==> config.mk <==
export PLATFORM = sky130hd
export DESIGN_NAME = evt_timer
export DESIGN_NICKNAME = d
export VERILOG_FILES = /design/src/rtl/evt_timer_pkg.sv /design/src/rtl/evt_timer_regs.sv /design/src/rtl/evt_timer_counter.sv /design/src/rtl/evt_timer_irq.sv /design/src/rtl/evt_timer.sv
export SDC_FILE = /design/constraint.sdc
export NUM_CORES = 1
export LEC_CHECK = 0
export ABC_AREA = 1
export BUFFER_PORTS_ARGS = -buffer_cell sky130_fd_sc_hd__buf_2
export CAP_MARGIN = 20
export CORE_MARGIN = 8
export CORE_UTILIZATION = 39
export DETAILED_ROUTE_END_ITERATION = 10
export SLEW_MARGIN = 20
export SYNTH_ARGS = -nofsm -noshare
export SYNTH_HDL_FRONTEND = slang
export SYNTH_HIERARCHICAL = 1
export SYNTH_SLANG_ARGS = --single-unit
==> constraint.sdc <==
create_clock -name clk -period 3.56 [get_ports clk]
set_input_delay 0.356 -clock clk [delete_from_list [all_inputs] [get_ports clk]]
set_output_delay 0.356 -clock clk [all_outputs]
set_load 0.03 [all_outputs]
==> src/rtl/evt_timer_pkg.sv <==
package evt_timer_pkg;

    localparam int unsigned DATA_W   = 32;
    localparam int unsigned ARM_BIT  = 31;
    localparam int unsigned REP_BIT  = 30;
    localparam int unsigned PEND_BIT = 30;
    localparam int unsigned ACK_BIT  = 30;
    localparam int unsigned CNT_W    = REP_BIT - 1;
    localparam int unsigned OFF_CTRL = 0;
    localparam int unsigned OFF_STAT = 4;

    typedef struct packed {
        logic             arm;
        logic             rep;
        logic [CNT_W-1:0] count;
    } ctrl_t;

    function automatic logic [DATA_W-1:0] pack_ctrl(ctrl_t c);
        logic [DATA_W-1:0] w;
        w = '0;
        w[ARM_BIT]     = c.arm;
        w[REP_BIT]     = c.rep;
        w[CNT_W-1:0]   = c.count;
        return w;
    endfunction

    function automatic logic [DATA_W-1:0] pack_stat(logic pend, logic [CNT_W-1:0] cnt);
        logic [DATA_W-1:0] w;
        w = '0;
        w[PEND_BIT]    = pend;
        w[CNT_W-1:0]   = cnt;
        return w;
    endfunction

endpackage

==> src/rtl/evt_timer_regs.sv <==
module evt_timer_regs
    import evt_timer_pkg::*;
#(
    parameter int unsigned ADDR_W = 4
) (
    input  logic              clk,
    input  logic              rst,
    input  logic              bus_sel,
    input  logic              bus_wr,
    input  logic [ADDR_W-1:0] bus_addr,
    input  logic [DATA_W-1:0] bus_wdata,
    input  logic              single_done,
    output ctrl_t             ctrl,
    output logic              ctrl_wr,
    output logic              load,
    output logic [CNT_W-1:0]  load_val,
    output logic              ack
);

    logic  stat_wr;
    ctrl_t ctrl_d;
    logic  unused_bit29;

    assign ctrl_wr  = bus_sel && bus_wr && (bus_addr == ADDR_W'(OFF_CTRL));
    assign stat_wr  = bus_sel && bus_wr && (bus_addr == ADDR_W'(OFF_STAT));
    assign load     = ctrl_wr && bus_wdata[ARM_BIT];
    assign load_val = bus_wdata[CNT_W-1:0];
    assign ack      = stat_wr && bus_wdata[ACK_BIT];
    assign unused_bit29 = bus_wdata[CNT_W];

    always_comb begin
        ctrl_d = ctrl;
        if (ctrl_wr) begin
            ctrl_d.arm   = bus_wdata[ARM_BIT];
            ctrl_d.rep   = bus_wdata[REP_BIT];
            ctrl_d.count = bus_wdata[CNT_W-1:0];
        end else if (single_done) begin
            ctrl_d.arm   = 1'b0;
        end
    end

    always_ff @(posedge clk) begin
        if (rst) ctrl <= '0;
        else     ctrl <= ctrl_d;
    end

    assert_single_disarm_R6: assert property (@(posedge clk) disable iff (rst)
        (single_done && !ctrl_wr) |=> !ctrl.arm);

    assert_stop_write_R7: assert property (@(posedge clk) disable iff (rst)
        (ctrl_wr && bus_wdata == '0) |=> (!ctrl.arm && ctrl.count == '0));

endmodule

==> src/rtl/evt_timer_counter.sv <==
module evt_timer_counter #(
    parameter int unsigned CNT_W = evt_timer_pkg::CNT_W
) (
    input  logic             clk,
    input  logic             rst,
    input  logic             tick,
    input  logic             armed,
    input  logic             repeat_mode,
    input  logic             hold,
    input  logic             load,
    input  logic [CNT_W-1:0] load_val,
    input  logic [CNT_W-1:0] reload_val,
    output logic [CNT_W-1:0] cnt,
    output logic             expire
);

    logic step;
    logic at_zero;

    assign step    = armed && tick && !hold;
    assign at_zero = (cnt == '0);
    assign expire  = step && at_zero;

    always_ff @(posedge clk) begin
        if (rst) begin
            cnt <= '0;
        end else if (load) begin
            cnt <= load_val;
        end else if (step) begin
            if (at_zero) cnt <= repeat_mode ? reload_val : '0;
            else         cnt <= cnt - 1'b1;
        end
    end

    assert_step_down_R4: assert property (@(posedge clk) disable iff (rst)
        (step && !at_zero && !load) |=> (cnt == $past(cnt) - 1'b1));

    assert_quiet_hold_R7: assert property (@(posedge clk) disable iff (rst)
        (!tick && !load) |=> $stable(cnt));

    assert_reload_R5: assert property (@(posedge clk) disable iff (rst)
        (expire && repeat_mode) |=> (cnt == $past(reload_val)));

    assert_write_wins_R11: assert property (@(posedge clk) disable iff (rst)
        (hold && !load) |=> $stable(cnt));

endmodule

==> src/rtl/evt_timer_irq.sv <==
module evt_timer_irq (
    input  logic clk,
    input  logic rst,
    input  logic expire,
    input  logic ack,
    output logic pend
);

    always_ff @(posedge clk) begin
        if (rst)         pend <= 1'b0;
        else if (expire) pend <= 1'b1;
        else if (ack)    pend <= 1'b0;
    end

    assert_expire_sets_R8: assert property (@(posedge clk) disable iff (rst)
        expire |=> pend);

    assert_level_hold_R8: assert property (@(posedge clk) disable iff (rst)
        (pend && !ack) |=> pend);

    assert_ack_clears_R9: assert property (@(posedge clk) disable iff (rst)
        (ack && !expire) |=> !pend);

    assert_collision_R10: assert property (@(posedge clk) disable iff (rst)
        (ack && expire) |=> pend);

endmodule

==> src/rtl/evt_timer.sv <==
module evt_timer
    import evt_timer_pkg::*;
#(
    parameter int unsigned ADDR_W = 4
) (
    input  logic              clk,
    input  logic              rst,
    input  logic              tick,
    input  logic              bus_sel,
    input  logic              bus_wr,
    input  logic [ADDR_W-1:0] bus_addr,
    input  logic [31:0]       bus_wdata,
    output logic [31:0]       bus_rdata,
    output logic              irq
);

    ctrl_t            ctrl;
    logic             ctrl_wr;
    logic             load;
    logic [CNT_W-1:0] load_val;
    logic             ack;
    logic [CNT_W-1:0] cnt;
    logic             expire;
    logic             pend;
    logic             single_done;

    assign single_done = expire && !ctrl.rep;

    evt_timer_regs #(.ADDR_W(ADDR_W)) u_regs (
        .clk         (clk),
        .rst         (rst),
        .bus_sel     (bus_sel),
        .bus_wr      (bus_wr),
        .bus_addr    (bus_addr),
        .bus_wdata   (bus_wdata),
        .single_done (single_done),
        .ctrl        (ctrl),
        .ctrl_wr     (ctrl_wr),
        .load        (load),
        .load_val    (load_val),
        .ack         (ack)
    );

    evt_timer_counter #(.CNT_W(CNT_W)) u_counter (
        .clk         (clk),
        .rst         (rst),
        .tick        (tick),
        .armed       (ctrl.arm),
        .repeat_mode (ctrl.rep),
        .hold        (ctrl_wr),
        .load        (load),
        .load_val    (load_val),
        .reload_val  (ctrl.count),
        .cnt         (cnt),
        .expire      (expire)
    );

    evt_timer_irq u_irq (
        .clk    (clk),
        .rst    (rst),
        .expire (expire),
        .ack    (ack),
        .pend   (pend)
    );

    assign irq = pend;

    always_comb begin
        bus_rdata = '0;
        if (bus_sel && !bus_wr) begin
            if (bus_addr == ADDR_W'(OFF_CTRL))      bus_rdata = pack_ctrl(ctrl);
            else if (bus_addr == ADDR_W'(OFF_STAT)) bus_rdata = pack_stat(pend, cnt);
        end
    end

    assert_no_fire_disarmed_R7: assert property (@(posedge clk) disable iff (rst)
        (!ctrl.arm && !pend && !expire) |=> !irq);

endmodule

==> metrics.md <==
| Metric | Value |
|---|---|
| Status | `finished, final reports clean` |
| Max-Cap Viols | `0` |
| Max VDD drop | `0.172 mV` |
| Sequential share of power | `36.0%` |
| Internal power | `1.39 mW` |
| All-Layer GR Usage | `18.5%` |
| Clock skew | `4.35 ps` |
| Final Cycle Share | `65.0%` |
| Vias per inst | `4.88` |
| CTS tree | `yes` |
| Worst EP arrival | `2520 ps` |
| Power share of the clock group | `46.4%` |
| Seq/Total Area, Yosys | `24.9%` |
| Die ar. | `16400 um^2` |
| Clock Latency Late Sink | `330 ps` |
| Synth Cell Area | `4910 um^2` |
| RR Startpoint | `u_counter/cnt[0]$_SDFFE_PP0P_` |
| CP max-delay cell | `ha_1` |
| Relative slew slack | `29.2%` |
| Port bufs | `71` |
| Mapped Avg Cell Area | `5.98 um^2` |
| Library cells used by synthesis | `35` |
| Max Buffers Root-to-Sink | `2` |
| Fin util | `42.9%` |
| H-tree Lvls | `3` |
| Hold Path Depth | `3` |
| Fin Hold WS | `269 ps` |
| Power consumption | `1.94 mW` |
| FP Rows | `41` |
| Final slew viol count | `0` |
| Fraction of layout cells with a size suffix above 1 | `16.2%` |
| 1st-pass router iterations | `5` |
| Pin count of the biggest net entering global routing | `62` |
| Pre-CTS setup slack | `1100 ps` |
| Worst setup margin | `1250 ps` |
| # IOs | `74` |
| Post-route setup TNS | `0 ps` |
| Leading cell types in the layout, fill and taps excluded | `nand2_1 (214), nor2_1 (147), nand3_1 (98)` |
| Vias in the first global route | `4731` |
| Hold Startpoint | `bus_wdata[2]` |
| CTS sink cnt | `61` |
| Switching Share | `28.4%` |
| # hold bufs at CTS | `0` |
| GRT overflow | `0` |
| Compound-Gate Fraction of Synth Area | `11.9%` |
| Predominant post-synthesis flop cell | `dfxtp_1` |
| Syn-to-layout area delta | `8.76%` |
| Worst R2R Setup Slack | `1250 ps` |
| Clock root buffer master | `clkbuf_16` |
| P per Cell Area | `364 nW/um^2` |
| Post-layout minimum cycle time | `2310 ps` |
| Simple-Gate Fraction of Synth Area | `44.0%` |
| Die Y | `128 um` |
| RSZ-0062 raised after global routing | `no` |
| XOR/XNOR Fraction of Synth Area | `1.96%` |
| Critical Path Source Type | `register` |
| Net Count, Synth | `864` |
| Antenna-violating nets left | `0` |
| Initial DRC Count | `411` |
| Syn Inst Count | `822` |
| Cts bufs inserted | `9` |
| Crit-path max cell delay | `330 ps` |
| CP required | `3760 ps` |
| Combinational power share | `17.6%` |
| First-pass GRT wire length | `24.3 mm` |
| Net Sw Power | `0.551 mW` |
| GPL Wtd Cong | `0.873` |
| Most common cell after layout, fill and taps aside | `nand2_1` |
| Endpoints failing setup | `0` |
| Final Hold Vio Count | `0` |
| Main combinational cell family by area after synthesis | `simple AND/OR/NAND/NOR gates` |
| Initial cell density of the core | `39.4%` |
| Setup bufs post-CTS | `0` |
| Fmax | `432 MHz` |
| Core Box Area | `12500 um^2` |
| Synthesis-stage register bit count | `61` |
| # fillers | `1417` |
| Synth Area in Adders | `0.255%` |
| Worst Path Class, Setup | `reg -> reg` |
| N_diodes | `0` |
| Dpl hpwl | `10.2 mm` |
| Most numerous cell on the critical path | `nor2_1` |
| Max Fanout on Critical Path | `7` |
| DRC Markers | `0` |
| Synth warn | `6` |
| Fraction of registers with async set/reset | `0%` |
| HP Class | `in -> reg` |
| R2R depth | `13` |
| Leak Pwr | `2.68 nW` |
| Vias | `4958` |
| Die Span X | `128 um` |
| Worst Tran Pin Value | `1060 ps` |
| CP Cell Sequence | `inv_1 -> ha_1 -> nand2_2 -> nor2_4 -> nand2_1 -> nor2_1 -> nand3_1 -> nor3_1 -> inv_1 -> nor2_1 -> nor2_1 -> nand2_1 -> a21oi_1` |
| Avg WL per Cell | `14.7 um` |
| Clock transition at path regs | `50 ps` |
| Post-layout nets | `883` |
| CP delay by family, top | `simple AND/OR/NAND/NOR gates` |
| CP Buf/Inv Count | `2` |
| Initial antenna violation count | `0` |
| Resized cells post-CTS | `0` |
| R2R Path End | `u_regs/ctrl[30]$_SDFFE_PP0P_` |
| Final Routed Wirelength | `15.0 mm` |
| CP Capture Type | `register` |
| Worst min-delay path endpoint | `u_regs/ctrl[2]$_SDFFE_PP0P_` |
| Post-synthesis mux area share | `0%` |
| Post-synth EDFFs | `0` |
## worst register-to-register path, cell delays in order, from the launching register on
cell and delay [ps]:
dfxtp_1 320, inv_1 140, ha_1 330, nand2_2 120
nor2_4 220, nand2_1 170, nor2_1 160, nand3_1 140
nor3_1 240, inv_1 70, nor2_1 90, nor2_1 60
nand2_1 60, a21oi_1 60
## how the worst max path moves through the flow
| stage | start | end | slack [ps] | depth (start not counted) |
|---|---|---|---|---|
| global placement | bus_addr[1] | u_counter/cnt[6]$_SDFFE_PP0P_ | 1160 | 10 |
| floorplan | bus_addr[1] | u_counter/cnt[6]$_SDFFE_PP0P_ | 1710 | 11 |
| detailed placement | bus_addr[1] | u_counter/cnt[1]$_SDFFE_PP0P_ | 1100 | 10 |
| global route | u_counter/cnt[0]$_SDFFE_PP0P_ | u_regs/ctrl[30]$_SDFFE_PP0P_ | 980 | 13 |
| finish | u_counter/cnt[0]$_SDFFE_PP0P_ | u_regs/ctrl[30]$_SDFFE_PP0P_ | 1250 | 13 |
| CTS | u_counter/cnt[0]$_SDFFE_PP0P_ | u_regs/ctrl[30]$_SDFFE_PP0P_ | 1290 | 13 |
## cell families after synthesis
logic type | after synthesis
adder cells (fa/ha/maj) | 1
AO/OA/AOI/OAI | 99
flip-flops | 61
other | 1
XOR/XNOR | 11
AND/OR/NAND/NOR | 494
buffers and inverters | 155
## registers in the layout (all words and copies together), names as in the netlist
register       count
u_counter/cnt     29
u_regs/ctrl       31
u_irq/pend         1
## Yosys cell counts, types with 3 or more instances
cell / instances / area, um^2
buf_4: 31 / 233
dfxtp_1: 61 / 1220
nor2_2: 5 / 31.3
inv_1: 78 / 293
nand3b_1: 3 / 22.5
o21bai_1: 3 / 22.5
nand2_1: 214 / 803
nand4_1: 6 / 37.5
nand3_2: 11 / 110
o211ai_2: 6 / 75.1
o21ai_0: 18 / 90.1
o21ai_1: 13 / 65.1
a21oi_2: 9 / 78.8
nor2_1: 147 / 552
nand3_1: 98 / 490
xor2_1: 5 / 43.8
buf_2: 12 / 60.1
xnor2_1: 6 / 52.6
clkbuf_1: 17 / 63.8
a21oi_1: 48 / 240
buf_6: 13 / 146
## cell type report
type	count	area (um^2)	area share, %
multi-input cells	606	2860	53.5
flip-flops and latches	61	1220	22.9
repair buffers	82	438	8.20
inverters	81	309	5.78
clock buffers	13	270	5.06
well taps	172	215	4.03
clock inverters	1	30.0	0.562
## power groups by stage
stage,clock [mW],combinational [mW],sequential (mW)
after CTS,0.920,0.339,0.699
after global placement,0,0.339,0.714
after global routing,0.949,0.382,0.700
after floorplan,0,0.291,0.710
final,0.902,0.342,0.699
after detailed placement,0,0.337,0.713
## routing by layer
| layer | GRT usage, % | vias up | wire length (um) |
|---|---|---|---|
| met4 | 5.66 | 0 | 203 |
| li1 | - | 2604 | - |
| met3 | 3.70 | 15 | 745 |
| met1 | 24.3 | 2211 | 7180 |
| met5 | 0 | - | 0 |
| met2 | 29.8 | 128 | 6820 |
## per-stage QoR
stage / instance area, um^2 / std cells
floorplan: 4910 / 822
global placement: 5040 / 1002
detailed placement: 5040 / 1002
CTS: 5340 / 1016
global route: 5340 / 1016
finish: 5340 / 1016
No activity file was read; power rests on OpenSTA's default activity.
